--- src/rtl/ldst_ahb_pkg.sv ---
// Shared encodings and types for the load/store bus manager.
// Assumes a 32-bit bus and 2-bit requester sizes.
package ldst_ahb_pkg;
    typedef enum logic [1:0] {
        TRANS_IDLE = 2'b00,
        TRANS_NSEQ = 2'b10
    } trans_e;

    typedef enum logic {
        SRC_CORE = 1'b0,
        SRC_DBG  = 1'b1
    } src_e;

    localparam logic [2:0] BURST_SINGLE = 3'b000;
endpackage

--- src/rtl/ldst_arbiter.sv ---
// Chooses which requester drives the next address phase.
// Assumes requesters hold their requests until served. A request that
// waits under a low hready is held. An error's first cycle cancels.
module ldst_arbiter
    import ldst_ahb_pkg::*;
(
    input  logic clk,
    input  logic rst_n,
    input  logic core_elig,
    input  logic dbg_elig,
    input  logic hold,
    input  src_e hold_src,
    input  logic cancel,
    output logic issue,
    output src_e grant_src
);
    // Grant: cancel beats hold, hold beats new arbitration, debug beats core.
    always_comb begin
        issue     = 1'b0;
        grant_src = SRC_CORE;
        if (cancel) begin
            issue = 1'b0;
        end else if (hold) begin
            issue     = 1'b1;
            grant_src = hold_src;
        end else if (dbg_elig) begin
            issue     = 1'b1;
            grant_src = SRC_DBG;
        end else if (core_elig) begin
            issue     = 1'b1;
            grant_src = SRC_CORE;
        end
    end

    assert_dbg_first_R5: assert property (@(posedge clk) disable iff (!rst_n)
        (dbg_elig && core_elig && !hold && !cancel) |-> (issue && grant_src == SRC_DBG));

    assert_cancel_idle_R9: assert property (@(posedge clk) disable iff (!rst_n)
        cancel |-> !issue);
endmodule

--- src/rtl/ldst_lane_align.sv ---
// Byte-lane steering for a data phase. Write data is masked to the
// access size and moved up to its lanes. Read data is moved down and
// zero-extended. Assumes size 0/1/2 and a naturally aligned offset.
module ldst_lane_align #(
    parameter int DATA_W = 32,
    localparam int LANES = DATA_W / 8,
    localparam int OFS_W = $clog2(LANES)
) (
    input  logic [OFS_W-1:0]  ofs,
    input  logic [1:0]        size,
    input  logic [DATA_W-1:0] wdata_in,
    input  logic [DATA_W-1:0] rdata_bus,
    output logic [DATA_W-1:0] wdata_bus,
    output logic [DATA_W-1:0] rdata_out
);
    logic [DATA_W-1:0] size_mask;
    logic [OFS_W+2:0]  shamt;

    // Mask: the bits an access of this size carries.
    always_comb begin
        case (size)
            2'd0:    size_mask = DATA_W'(8'hFF);
            2'd1:    size_mask = DATA_W'(16'hFFFF);
            default: size_mask = '1;
        endcase
    end

    // Shift both directions by the byte offset.
    always_comb begin
        shamt     = {ofs, 3'b000};
        wdata_bus = (wdata_in & size_mask) << shamt;
        rdata_out = (rdata_bus >> shamt) & size_mask;
    end
endmodule

--- src/rtl/ldst_ahb_manager.sv ---
// AHB5 data manager shared by the core load/store path and a debug
// system-bus requester. One transfer is outstanding per requester.
// Assumes requesters hold their requests stable until ready and give
// naturally aligned addresses with size 0..2.
module ldst_ahb_manager
    import ldst_ahb_pkg::*;
#(
    parameter int ADDR_W = 32,
    parameter int DATA_W = 32,
    parameter logic [7:0] CORE_ID = 8'h00,
    parameter logic [7:0] DBG_ID  = 8'h01,
    localparam int OFS_W = $clog2(DATA_W / 8)
) (
    input  logic              clk,
    input  logic              rst_n,
    input  logic [ADDR_W-1:0] core_addr,
    input  logic              core_write,
    input  logic [1:0]        core_size,
    input  logic              core_priv,
    input  logic              core_excl,
    input  logic              core_valid,
    input  logic [DATA_W-1:0] core_wdata,
    output logic              core_ready,
    output logic              core_err,
    output logic              core_exokay,
    output logic [DATA_W-1:0] core_rdata,
    input  logic [ADDR_W-1:0] dbg_addr,
    input  logic              dbg_write,
    input  logic [1:0]        dbg_size,
    input  logic              dbg_valid,
    input  logic [DATA_W-1:0] dbg_wdata,
    output logic              dbg_ready,
    output logic              dbg_err,
    output logic [DATA_W-1:0] dbg_rdata,
    output logic [ADDR_W-1:0] haddr,
    output logic              hwrite,
    output logic [1:0]        htrans,
    output logic [2:0]        hsize,
    output logic [2:0]        hburst,
    output logic [3:0]        hprot,
    output logic              hmastlock,
    output logic [7:0]        hmaster,
    output logic              hexcl,
    output logic [DATA_W-1:0] hwdata,
    input  logic              hready,
    input  logic              hresp,
    input  logic              hexokay,
    input  logic [DATA_W-1:0] hrdata
);
    // Data-phase state.
    logic              dp_v;
    src_e              dp_src;
    logic [OFS_W-1:0]  dp_ofs;
    logic [1:0]        dp_size;
    logic              dp_write;
    logic              dp_excl;
    logic [DATA_W-1:0] dp_wdata;
    // Address-phase hold state.
    logic              hold;
    src_e              hold_src;

    logic              issue, cancel, accept, done;
    src_e              grant_src;
    logic              sel_write, sel_priv, sel_excl;
    logic [1:0]        sel_size;
    logic [ADDR_W-1:0] sel_addr;
    logic [DATA_W-1:0] sel_wdata;
    logic [DATA_W-1:0] rdata_al;

    // Cancel the queued address phase in the first error cycle.
    assign cancel = dp_v && hresp && !hready;

    ldst_arbiter u_arb (
        .clk       (clk),
        .rst_n     (rst_n),
        .core_elig (core_valid && !(dp_v && dp_src == SRC_CORE)),
        .dbg_elig  (dbg_valid && !(dp_v && dp_src == SRC_DBG)),
        .hold      (hold),
        .hold_src  (hold_src),
        .cancel    (cancel),
        .issue     (issue),
        .grant_src (grant_src)
    );

    // Mux the granted request onto the address phase.
    always_comb begin
        if (grant_src == SRC_DBG) begin
            sel_addr  = dbg_addr;
            sel_write = dbg_write;
            sel_size  = dbg_size;
            sel_wdata = dbg_wdata;
            sel_priv  = 1'b1;
            sel_excl  = 1'b0;
        end else begin
            sel_addr  = core_addr;
            sel_write = core_write;
            sel_size  = core_size;
            sel_wdata = core_wdata;
            sel_priv  = core_priv;
            sel_excl  = core_excl;
        end
    end

    // Drive the address-phase bus outputs.
    always_comb begin
        htrans    = issue ? TRANS_NSEQ : TRANS_IDLE;
        haddr     = sel_addr;
        hwrite    = sel_write;
        hsize     = {1'b0, sel_size};
        hburst    = BURST_SINGLE;
        hprot     = {2'b00, sel_priv, 1'b1};
        hmastlock = 1'b0;
        hmaster   = (grant_src == SRC_DBG) ? DBG_ID : CORE_ID;
        hexcl     = issue && sel_excl;
    end

    assign accept = issue && hready;
    assign done   = dp_v && hready;

    // Advance the data phase and remember a stalled address phase.
    always_ff @(posedge clk) begin
        if (!rst_n) begin
            dp_v     <= 1'b0;
            dp_src   <= SRC_CORE;
            dp_ofs   <= '0;
            dp_size  <= '0;
            dp_write <= 1'b0;
            dp_excl  <= 1'b0;
            dp_wdata <= '0;
            hold     <= 1'b0;
            hold_src <= SRC_CORE;
        end else begin
            if (hready) begin
                dp_v <= accept;
            end
            if (accept) begin
                dp_src   <= grant_src;
                dp_ofs   <= sel_addr[OFS_W-1:0];
                dp_size  <= sel_size;
                dp_write <= sel_write;
                dp_excl  <= sel_excl;
                dp_wdata <= sel_wdata;
            end
            hold     <= issue && !hready;
            hold_src <= grant_src;
        end
    end

    ldst_lane_align #(.DATA_W(DATA_W)) u_lanes (
        .ofs       (dp_ofs),
        .size      (dp_size),
        .wdata_in  (dp_wdata),
        .rdata_bus (hrdata),
        .wdata_bus (hwdata),
        .rdata_out (rdata_al)
    );

    // Route the completion to the owner of the data phase.
    always_comb begin
        core_ready  = done && dp_src == SRC_CORE;
        dbg_ready   = done && dp_src == SRC_DBG;
        core_err    = core_ready && hresp;
        dbg_err     = dbg_ready && hresp;
        core_exokay = core_ready && dp_excl && hexokay && !hresp;
        core_rdata  = rdata_al;
        dbg_rdata   = rdata_al;
    end

    assert_trans_legal_R1: assert property (@(posedge clk) disable iff (!rst_n)
        (htrans == TRANS_IDLE || htrans == TRANS_NSEQ));

    assert_aligned_R2: assert property (@(posedge clk) disable iff (!rst_n)
        (htrans == TRANS_NSEQ && hsize == 3'd1) |-> haddr[0] == 1'b0);

    assert_addr_hold_R8: assert property (@(posedge clk) disable iff (!rst_n)
        (htrans == TRANS_NSEQ && !hready && !hresp) |=>
        ((htrans == TRANS_NSEQ && $stable(haddr) && $stable(hmaster)) || (hresp && !hready)));

    assert_one_owner_R12: assert property (@(posedge clk) disable iff (!rst_n)
        !(core_ready && dbg_ready));

    assert_excl_core_R10: assert property (@(posedge clk) disable iff (!rst_n)
        hexcl |-> (hmaster == CORE_ID && htrans == TRANS_NSEQ));

    assert_no_reissue_R12: assert property (@(posedge clk) disable iff (!rst_n)
        (htrans == TRANS_NSEQ && hmaster == DBG_ID) |-> !(dp_v && dp_src == SRC_DBG));
endmodule

--- config.mk ---
export PLATFORM = sky130hd
export DESIGN_NAME = ldst_ahb_manager
export DESIGN_NICKNAME = d
export VERILOG_FILES = /design/src/rtl/ldst_ahb_pkg.sv /design/src/rtl/ldst_arbiter.sv /design/src/rtl/ldst_lane_align.sv /design/src/rtl/ldst_ahb_manager.sv
export SDC_FILE = /design/constraint.sdc
export NUM_CORES = 1
export LEC_CHECK = 0
export ABC_AREA = 1
export BUFFER_PORTS_ARGS = -buffer_cell sky130_fd_sc_hd__buf_2
export CAP_MARGIN = 5
export CORE_AREA = 2 2 127 129
export DETAILED_ROUTE_END_ITERATION = 7
export DIE_AREA = 0 0 129 131
export GPL_TIMING_DRIVEN = 0
export PLACE_DENSITY = 0.63
export SKIP_CTS_REPAIR_TIMING = 1
export SYNTH_ARGS = -nofsm -noshare
export SYNTH_HDL_FRONTEND = slang
export SYNTH_SLANG_ARGS = --single-unit
--- constraint.sdc ---
create_clock -name clk -period 1.6 [get_ports clk]
set_input_delay 0.16 -clock clk [delete_from_list [all_inputs] [get_ports clk]]
set_output_delay 0.16 -clock clk [all_outputs]
set_load 0.01 [all_outputs]
==> summary.md, run 1 <==
| Metric | Value |
|---|---|
| Number of nets still failing antenna checks after routing | `0` |
| Drt pass-1 iters | `7` |
| Failing checks | `negative setup slack` |
| HPWL reported at the end of detailed placement | `roughly 16000 um` |
| Clock share of power | `between 10% and 20%` |
| Cell type contributing the most total cell area after synthesis | `nand2_1` |
| Number of nets in the layout | `approximately 1.3k` |
| Final Hold Viols | `0` |
| Largest net degree at the start of global routing | `13` |
| Count of flip-flops with a built-in enable after synthesis | `0` |
| Slew @ Worst Pin | `roughly 0.6 ns` |
| Post-detailed-route via-to-cell ratio | `4.56` |
| # IOs | `roughly 330` |
| Via count of the first global-routing pass | `between 5k and 6k` |
| Part of the total power dissipated in combinational logic | `between 60% and 70%` |
| Total setup violations reported at the end of the flow | `110` |
| Share of the clock period used by the worst path | `114%` |
| Final weighted congestion of routability-driven global placement | `~0.9` |
| Antenna diodes | `0` |
| Buffers from clock root to sink, at most | `2` |
| Clock buffer count from CTS | `5` |
| Category of the most critical setup path | `flop to output pin` |
| Fin cells | `around 1.4k` |
| Worst-path clk slew | `~0.060 ns` |
| Most repeated cell in the gate-level netlist after synthesis | `nand2_1` |
| Sequential share of the synthesized area | `between 10% and 20%` |
| Number of standard-cell rows in the floorplan | `46` |
| Max-Cap Viols | `0` |
| Die X | `roughly 130 um` |
| Commonest cells in the synthesized netlist | `339 x nand2_1, 110 x nor2_1, 68 x inv_1` |
| Sequential power share | `20.8%` |
| Worst hold path type | `input port to flop` |
| Number of DRC markers in iteration 0 | `around 180` |
| Detailed Route WL | `21500 um` |
| Area of the placeable core | `about 16000 um2` |
| Initial antenna violation count | `2` |
| Post-Synthesis Cells | `approximately 800` |
| Least setup slack across all paths after layout | `-0.219 ns` |
| Post-synth top area share | `between 30 and 40%` |
| CP arrival | `between 1.5 and 2 ns` |
| Setup repair after global routing missed its margin | `true` |
| Wire length of the first global-routing pass | `around 28000 um` |
| GR Overflow Total | `0` |
| Total Die Area | `16900 um2` |
| Count of input and output buffers | `between 300 and 400` |
| Most instantiated flip-flop cell in the synthesis netlist | `dfxtp_1` |
| Number of flip-flops and latches in the synthesized netlist | `41` |
| Synthesis warning total | `0` |
| Distinct cell type count after synthesis | `25` |
| Power density over the cells | `between 700 and 800 nW/um2` |
| Fill cell instance count of the final layout | `about 1.6k` |
| Number of levels the H-tree was split into | `2` |
| Starting utilization of the core area | `a little over a quarter` |
| Run status | `complete, but fails checks` |
| WP data required | `1.44 ns` |
| Syn-to-layout area delta | `91.8%` |
| Total Power Consumption | `a little under 6 mW` |
| WL/cell | `~15 um` |
| CP endpoint kind | `output pin` |
| Internal portion of total power | `approximately 3.5 mW` |
| Cell chosen for the clock root | `clkbuf_16` |
| Startpoint type of the worst setup path | `flop` |
| DRC violations left | `0` |
| Skew-Pair Late Insertion Delay | `~0.28 ns` |
| Global-route usage over all layers | `a little over a fifth` |
| Post-route standard cell area excluding fillers | `7970 um2` |
| Net switching power of the design | `2.35 mW` |
| Placed cell area | `just over 6000 um2` |
| Height of the die | `131 um` |
| Total negative slack | `-14.31 ns` |
| Critical path fanouts, max | `10` |
| Max IR drop VDD | `about 0.35 mV` |
| Clock tree from TritonCTS | `done` |
| Via count of the routed design | `6323` |
| Max-slew violation count | `0` |
| Relative slew slack | `about three fifths` |
| Share of synthesized registers carrying an async set or reset | `0%` |
| Clock Skew | `0.00776 ns` |
| Peak clock frequency supported by timing | `about 550 MHz` |
| Synthesized area per cell | `about 5.2 um2` |
| CTS sink cnt | `between 40 and 50` |
| Switching fraction of total power | `between 40 and 50%` |
| Place WS | `-0.392 ns` |
| Fraction of final layout cells sized beyond drive strength 1 | `51.8%` |
| Summed instance area of the synthesized netlist | `4150 um2` |
| Shortest clock period the worst path allows after layout | `roughly 1.8 ns` |
| Cell types with the largest area share after synthesis | `nand2_1 31%, dfxtp_1 20%, buf_4 10%` |
| Leakage | `roughly 4.5 nW` |
| Placed cells | `roughly 1.3k` |
[worst max-delay path, stage by stage, from the launching register on]
cell     delay [ns]
dfxtp_2        0.32
buf_2          0.16
buf_6          0.16
o21ai_0        0.29
o22ai_2        0.16
buf_4          0.16
buf_6          0.11
[routing by layer]
metal  up-vias  track usage [%]  wire, um
met2       300             44.2     11900
met3        55             3.58      1380
met5         -                0        13
li1       3129                -         -
met4         2             10.4       849
met1      2837             21.3      7320
[cell families (layout without fill, tap and decap cells)]
kind of cell,Yosys count,in the layout,share of synthesized area (%)
AO/OA/AOI/OAI,83,83,10.6
buffers and inverters,171,527,21.4
flip-flops,41,41,19.8
other,2,16,0.181
AND/OR/NAND/NOR,504,504,48.1
[placed cells by master (no fill, tap or decap), drive strengths merged, types with 2 or more instances in the layout]
| master | n |
|---|---|
| buf | 429 |
| nor2 | 112 |
| clkbuf | 25 |
| a21oi | 3 |
| a31oi | 8 |
| inv | 69 |
| nand3 | 39 |
| clkinv | 2 |
| nor3 | 11 |
| conb | 16 |
| dfxtp | 41 |
| o21ai | 63 |
| o22ai | 8 |
| nand2 | 341 |
[area by class of cell]
type	count	area (um2)	area share, %
Tap cell	216	270	3.39
Inverter	71	288	3.61
Sequential cell	41	831	10.4
Multi-Input combinational cell	603	3350	42.0
Clock buffer	5	125	1.57
Timing Repair Buffer	351	2220	27.9
Clock inverter	2	35.0	0.440
Buffer	98	846	10.6
[worst paths after layout]
check	slack, ns	depth (start not counted)	end	from
worst max-delay path	-0.22	6	dbg_rdata[0]	dp_ofs[0]
worst min-delay path	0.16	2	hold	hready
worst max register to register	-0.14	12	dp_wdata[16]	dp_v
worst min register to register	0.51	4	dp_wdata[13]	dp_wdata[13]
[power by group through the flow]
stage | sequential, mW | clock [mW] | combinational (mW)
final | 1.21 | 1.12 | 3.48
after global routing | 1.22 | 1.18 | 3.78
after floorplan | 1.18 | 0 | 1.45
after global placement | 1.19 | 0 | 2.44
after detailed placement | 1.19 | 0 | 2.46
after CTS | 1.17 | 1.13 | 2.46
[sequential cells by signal, indices dropped and copies added (netlist names)]
signal	count
dp_ofs	2
dp_wdata	32
hold_src	1
dp_excl	1
dp_size	2
hold	1
dp_v	1
dp_src	1
[stage by stage]
| stage | util, % | hold slack, ns |
|---|---|---|
| 2_1_floorplan | - | 0.239 |
| 3_3_place_gp | 38.7 | 0.433 |
| 3_5_place_dp | 38.7 | 0.438 |
| 4_1_cts | 39.8 | 0.140 |
| 5_1_grt | 51.1 | 0.148 |
| 6_report | 51.1 | 0.158 |
No activity file was read; power rests on OpenSTA's default activity.
==> run 2: changes to the inputs <==
BUFFER_PORTS_ARGS = default   (was -buffer_cell sky130_fd_sc_hd__buf_2)
CORE_AREA = 2 2 129 131   (was 2 2 127 129)
DIE_AREA = 0 0 131 133   (was 0 0 129 131)
DONT_BUFFER_PORTS = 1   (was default)
PLACE_DENSITY = 0.44   (was 0.63)
==> run 2 against run 1 <==
  * Count of clock-buffer cells in the layout unchanged
  * The run still ends with negative setup slack left
  * Critical path type unchanged
  * Highest routed layer is now met4
  * Die area rose by 3.1%
  * Combinational power shrank 14%
  * Critical endpoint is now dbg_rdata[12]
==> summary.md, run 2 (same netlist as run 1, synthesis figures left out) <==
| Metric | Value |
|---|---|
| Most common library cell in the layout ignoring fill and taps | `nand2_1 (was buf_2)` |
| Initial antenna violation count | `0 (was 2)` |
| Placed cells | `1035 (was 1344)` |
| Buffers and inverters on the worst path | `5 (was 4)` |
| Placed cell area | `4480 um2 (was 6040 um2)` |
| Clock tree from TritonCTS | `done (unchanged)` |
| Max FFs per register | `32 (unchanged)` |
| Slowest stage delay, CP | `0.33 ns (was 0.32 ns)` |
| CP endpoint kind | `output pin (unchanged)` |
| End of the critical path | `dbg_rdata[12] (was dbg_rdata[0])` |
| GR Overflow Total | `0 (unchanged)` |
| Number of nets in the layout | `1036 (was 1346)` |
| Least setup slack across all paths after layout | `-0.186 ns (was -0.219 ns)` |
| Area of the placeable core | `16200 um2 (was 15600 um2)` |
| Buffers from clock root to sink, at most | `2 (unchanged)` |
| Number of DRC markers in iteration 0 | `166 (was 184)` |
| Worst-path clk slew | `0.06 ns (about the same)` |
| Max IR drop VDD | `0.403 mV (was 0.353 mV)` |
| Via count of the routed design | `5110 (was 6323)` |
| Antenna diodes | `0 (unchanged)` |
| WP data required | `1.44 ns (about the same)` |
| Post-detailed-route via-to-cell ratio | `4.72 (was 4.56)` |
| Category of the most critical setup path | `flop to output pin (unchanged)` |
| CTS sink cnt | `41 (unchanged)` |
| Regs by FF count | `dp_wdata x32, dp_ofs x2, dp_size x2 (unchanged)` |
| Total Power Consumption | `5.52 mW (was 5.81 mW)` |
| Count of cells along the worst register-to-register path | `12 (unchanged)` |
| Worst-case hold slack | `0.0934 ns (was 0.158 ns)` |
| Leakage | `3.13 nW (was 4.50 nW)` |
| Final Hold Viols | `0 (unchanged)` |
| Most numerous cell on the critical path | `buf_6 (unchanged)` |
| Register with the most flip-flops | `dp_wdata (unchanged)` |
| Die X | `131 um (was 129 um)` |
| Post-route standard cell area excluding fillers | `6610 um2 (was 7970 um2)` |
| Cell Chain, Critical Path | `buf_6 > clkinvlp_4 > buf_6 > buf_8 > nand2_4 > a31oi_4 > buf_6 (was buf_2 > buf_6 > o21ai_0 > o22ai_2 > buf_4 > buf_6)` |
| Fin cells | `1082 (was 1387)` |
| Syn-to-layout area delta | `59.2% (was 91.8%)` |
| Via count of the first global-routing pass | `4517 (was 5575)` |
| Worst hold path type | `input port to flop (unchanged)` |
| Startpoint type of the worst setup path | `flop (unchanged)` |
| Max-Cap Viols | `0 (unchanged)` |
| Clock Skew | `0.00349 ns (was 0.00776 ns)` |
| Global-route usage over all layers | `19.6% (was 21.8%)` |
| CP arrival | `1.63 ns (was 1.66 ns)` |
| Number of levels the H-tree was split into | `2 (unchanged)` |
| Power density over the cells | `834 nW/um2 (was 729 nW/um2)` |
| WL/cell | `18.2 um (was 15.5 um)` |
| Largest net degree at the start of global routing | `14 (was 13)` |
| DRC violations left | `0 (unchanged)` |
| Crit path from | `dp_ofs[0] (unchanged)` |
| Startpoint of the most critical register-to-register path | `dp_v (unchanged)` |
| Total Die Area | `17400 um2 (was 16900 um2)` |
| Total setup violations reported at the end of the flow | `74 (was 110)` |
| Number of stages on the worst setup path | `7 (was 6)` |
| Number of standard-cell rows in the floorplan | `47 (was 46)` |
| Setup repair after global routing missed its margin | `true (unchanged)` |
| Number of nets still failing antenna checks after routing | `0 (unchanged)` |
| Fraction of final layout cells sized beyond drive strength 1 | `41.5% (was 51.8%)` |
| Final weighted congestion of routability-driven global placement | `0.803 (was 0.902)` |
| Critical path fanouts, max | `6 (was 10)` |
| Slew @ Worst Pin | `0.531 ns (was 0.613 ns)` |
| Detailed Route WL | `19700 um (was 21500 um)` |
| Max-slew violation count | `0 (unchanged)` |
| Cell chosen for the clock root | `clkbuf_16 (unchanged)` |
| Shortest clock period the worst path allows after layout | `1.79 ns (was 1.82 ns)` |
| HPWL reported at the end of detailed placement | `15100 um (was 16200 um)` |
| Height of the die | `133 um (was 131 um)` |
| Share of the clock period used by the worst path | `112% (was 114%)` |
| Leading cell types in the layout, fill and taps excluded | `247 x nand2_1, 69 x nand2_2, 68 x buf_4, 68 x nor2_1, 63 x inv_1 (was 289 x buf_2, 277 x nand2_1, 85 x nor2_1, 77 x buf_4, 64 x inv_1)` |
| Relative slew slack | `64.6% (was 59.1%)` |
| Failing checks | `negative setup slack (unchanged)` |
| Drt pass-1 iters | `4 (was 7)` |
| Count of input and output buffers | `0 (was 313)` |
| Skew-Pair Late Insertion Delay | `0.28 ns (about the same)` |
| Peak clock frequency supported by timing | `560 MHz (was 550 MHz)` |
| FF-to-FF End | `dp_ofs[0] (was dp_wdata[16])` |
| Clock buffer count from CTS | `5 (unchanged)` |
| Wire length of the first global-routing pass | `25600 um (was 28200 um)` |
| Place WS | `-0.501 ns (was -0.392 ns)` |
| Starting utilization of the core area | `25.7% (was 26.6%)` |
| Cell family with most CP delay | `buffers and inverters (unchanged)` |
| Worst path slowest cell | `dfxtp_2 (unchanged)` |
| Run status | `complete, but fails checks (unchanged)` |
| Register-to-Register Setup Slack | `0 ns (was -0.14 ns)` |
| # IOs | `331 (unchanged)` |
-- run 2: worst register-to-register path: stages (launching register included) --
cell and delay, ns:
dfxtp_4 0.37, nand2_4 0.06, nor2_4 0.05, nor2_8 0.18
nand2_8 0.12, buf_6 0.15, clkbuf_16 0.14, nand2_2 0.06
nand2_2 0.05, buf_4 0.13, nand2_2 0.07, nand2_2 0.06
nor2_1 0.09
-- run 2: worst min path at each step --
| stage | start | to | slack, ns | cells past startpoint |
|---|---|---|---|---|
| after floorplan | hready | hold | 0.24 | 1 |
| after global placement | hready | hold | 0.24 | 1 |
| final | core_wdata[9] | dp_wdata[9] | 0.09 | 4 |
| after global routing | core_wdata[11] | dp_wdata[11] | 0.10 | 4 |
| after detailed placement | hready | hold | 0.24 | 1 |
| after CTS | hready | hold | -0.06 | 1 |
-- run 2: routing by layer --
metal / vias to the layer above / GRT usage [%] / wire length (um)
met3: 36 / 4.45 / 1430
li1: 2509 / - / -
met5: - / 0 / 0
met1: 2334 / 20.2 / 7050
met4: 0 / 4.08 / 673
met2: 231 / 39.1 / 10500
-- run 2: stage by stage --
stage               utilization (%)  setup TNS (ns)
floorplan                         -               0
global placement               27.7          -18.61
detailed placement             27.7          -18.50
CTS                            28.9          -58.64
global route                   40.9          -10.43
finish                         40.9           -6.16
-- run 2: power breakdown --
part	internal, mW	leakage, nW	switching [mW]
logic	1.18	2.70	1.81
clock network	0.892	0.0938	0.428
registers	1.12	0.342	0.0862
-- run 2: layout make-up --
class	count	area [um2]
Buffer	99	913
Multi-Input combinational cell	604	3660
Clock buffer	5	125
Fill cell	1698	9560
Tap cell	220	275
Timing Repair inverter	1	7.51
Clock inverter	3	65.1
Sequential cell	41	833
Inverter	71	290
Timing Repair Buffer	38	438
==> run 3: changes to the inputs <==
clock period = 2.3 ns   (was 1.6 ns; I/O delays follow)
==> run 3 against run 2 <==
  * The run now ends clean
  * Largest cell class unchanged
  * Highest routed layer unchanged
  * Cell area fell by 29%
  * Power fell by 44%
  * Clock power fell by 31%
==> summary.md, run 3 (same netlist as run 1, synthesis figures left out) <==
| Metric | Value |
|---|---|
| Height of the die | `133 um (unchanged)` |
| CP endpoint kind | `output pin (unchanged)` |
| Fin cells | `1043 (was 1082)` |
| Peak clock frequency supported by timing | `436 MHz` |
| Max-slew violation count | `0 (unchanged)` |
| Final Hold Viols | `0 (unchanged)` |
| # IOs | `331 (unchanged)` |
| Buffers from clock root to sink, at most | `2 (unchanged)` |
| Total negative slack | `0 ns (was -6.16 ns)` |
| Part of the total power dissipated in combinational logic | `43.6% (was 54.1%)` |
| Largest net degree at the start of global routing | `14 (unchanged)` |
| DRC violations left | `0 (unchanged)` |
| Startpoint type of the worst setup path | `flop (unchanged)` |
| Clock Skew | `0.00389 ns (was 0.00349 ns)` |
| Number of levels the H-tree was split into | `2 (unchanged)` |
| Post-route core utilization | `29.2% (was 40.9%)` |
| Initial antenna violation count | `0 (unchanged)` |
| Net switching power of the design | `1.27 mW (was 2.32 mW)` |
| WL/cell | `17.4 um (was 18.2 um)` |
| Total setup violations reported at the end of the flow | `0 (was 74)` |
| Via count of the first global-routing pass | `4517 (unchanged)` |
| Number of standard-cell rows in the floorplan | `47 (unchanged)` |
| Critical path fanouts, max | `10 (was 6)` |
| Regs by FF count | `dp_wdata x32, dp_ofs x2, dp_size x2 (unchanged)` |
| Worst hold path type | `input port to flop (unchanged)` |
| Slew @ Worst Pin | `0.673 ns (was 0.531 ns)` |
| Max IR drop VDD | `0.272 mV (was 0.403 mV)` |
| Count of cells along the worst register-to-register path | `10 (was 12)` |
| Hold path start | `hready (was core_wdata[9])` |
| Switching fraction of total power | `41.3% (was 42.1%)` |
| Area of the placeable core | `16200 um2 (unchanged)` |
| FF-to-FF End | `dp_ofs[0] (unchanged)` |
| Power density over the cells | `651 nW/um2 (was 834 nW/um2)` |
| Internal portion of total power | `1.80 mW (was 3.19 mW)` |
| Clock share of power | `29.7% (was 23.9%)` |
| Wire length of the first global-routing pass | `25600 um (unchanged)` |
| Category of the most critical setup path | `flop to output pin (unchanged)` |
| Register with the most flip-flops | `dp_wdata (unchanged)` |
| Fraction of final layout cells sized beyond drive strength 1 | `13.4% (was 41.5%)` |
| Capture endpoint of the worst hold path | `hold (was dp_wdata[9])` |
| Via count of the routed design | `4794 (was 5110)` |
| Run status | `completed (was complete, but fails checks)` |
| Detailed Route WL | `18100 um (was 19700 um)` |
| Most common library cell in the layout ignoring fill and taps | `nand2_1 (unchanged)` |
| Max FFs per register | `32 (unchanged)` |
| Setup repair after global routing missed its margin | `true (unchanged)` |
| CTS sink cnt | `41 (unchanged)` |
| Count of input and output buffers | `0 (unchanged)` |
| CP arrival | `2.06 ns (was 1.63 ns)` |
| Register-to-Register Setup Slack | `0.65 ns (was 0 ns)` |
| Startpoint of the most critical register-to-register path | `dp_v (unchanged)` |
| Relative slew slack | `55.1% (was 64.6%)` |
| Cell chosen for the clock root | `clkbuf_16 (unchanged)` |
| Number of nets still failing antenna checks after routing | `0 (unchanged)` |
| Antenna diodes | `0 (unchanged)` |
| Clock tree from TritonCTS | `done (unchanged)` |
| Share of the clock period used by the worst path | `between 90% and 100%` |
| Clock buffer count from CTS | `5 (unchanged)` |
| Fill cell instance count of the final layout | `1891 (was 1698)` |
| Shortest clock period the worst path allows after layout | `around 2.3 ns` |
| Syn-to-layout area delta | `13.7% (was 59.2%)` |
| Cell depth of the worst min-delay path | `1 (was 4)` |
| Worst-path clk slew | `0.06 ns (about the same)` |
| Die X | `131 um (unchanged)` |
| HPWL reported at the end of detailed placement | `15100 um (unchanged)` |
| Number of nets in the layout | `997 (was 1036)` |
| Leading cell types in the layout, fill and taps excluded | `339 x nand2_1, 109 x nor2_1, 68 x inv_1, 57 x buf_4, 56 x o21ai_0 (was 247 x nand2_1, 69 x nand2_2, 68 x buf_4, 68 x nor2_1, 63 x inv_1)` |
| Final weighted congestion of routability-driven global placement | `0.803 (unchanged)` |
| Post-detailed-route via-to-cell ratio | `4.60 (was 4.72)` |
| Leakage | `2.59 nW (was 3.13 nW)` |
| Drt pass-1 iters | `5 (was 4)` |
| Sequential power share | `26.7% (was 21.9%)` |
| Placed cells | `1035 (unchanged)` |
| Number of DRC markers in iteration 0 | `197 (was 166)` |
| Global-route usage over all layers | `19.6% (unchanged)` |
| Skew-Pair Late Insertion Delay | `0.28 ns (about the same)` |
| GR Overflow Total | `0 (unchanged)` |
| Max-Cap Viols | `0 (unchanged)` |
| Total Die Area | `17400 um2 (unchanged)` |
| WP data required | `2.07 ns (was 1.44 ns)` |
| Starting utilization of the core area | `25.7% (unchanged)` |
==> run 3: critical path, cell delays in order, from the launching register on <==
cell      delay [ns]
dfxtp_1         0.29
buf_2           0.16
inv_1           0.14
clkbuf_1        0.54
a31oi_1         0.39
buf_4           0.26
==> run 3: cell type report <==
class,instances,area (um2),area share [%]
Multi-Input combinational cell,603,2540,53.8
Sequential cell,41,821,17.4
Buffer,100,631,13.4
Tap cell,220,275,5.83
Inverter,71,267,5.64
Clock buffer,5,125,2.65
Clock inverter,3,65.1,1.38
==> run 3: worst max-delay path by stage <==
stage / end / start / slack (ns)
after floorplan: dbg_rdata[29] / dp_ofs[1] / 0.67
after global placement: dbg_rdata[12] / dp_ofs[0] / 0.11
after detailed placement: dbg_rdata[12] / dp_ofs[0] / 0.13
after CTS: dbg_rdata[12] / dp_ofs[0] / -0.18
after global routing: dbg_rdata[13] / dp_ofs[1] / -0.06
final: dbg_rdata[9] / dp_ofs[1] / 0.006
==> run 3: metal layers <==
layer	up-vias	routed length [um]	global-route usage [%]	part of all wire, %
met5	-	0	0	0
met4	0	346	4.08	1.9
met3	19	1540	4.45	8.5
met2	261	9620	39.1	53
met1	2096	6630	20.2	37
li1	2418	-	-	-
==> run 3: through the flow <==
stage	setup WS, ns	hold WS [ns]	area [um2]	total power [mW]
finish	0.00570	0.0173	4720	3.07
global route	-0.0639	0.00940	4720	3.28
CTS	-0.183	0.0122	4670	3.10
detailed placement	0.129	0.315	4480	2.18
global placement	0.112	0.314	4480	2.18
floorplan	0.668	0.309	4210	1.83
==> run 3: power groups by stage <==
stage          clock network [mW]  registers [mW]  logic [mW]
6_report                    0.913           0.820        1.34
5_1_grt                     0.955           0.828        1.50
4_1_cts                     0.934           0.820        1.35
3_5_place_dp                    0           0.835        1.34
3_3_place_gp                    0           0.835        1.34
2_1_floorplan                   0           0.820        1.01
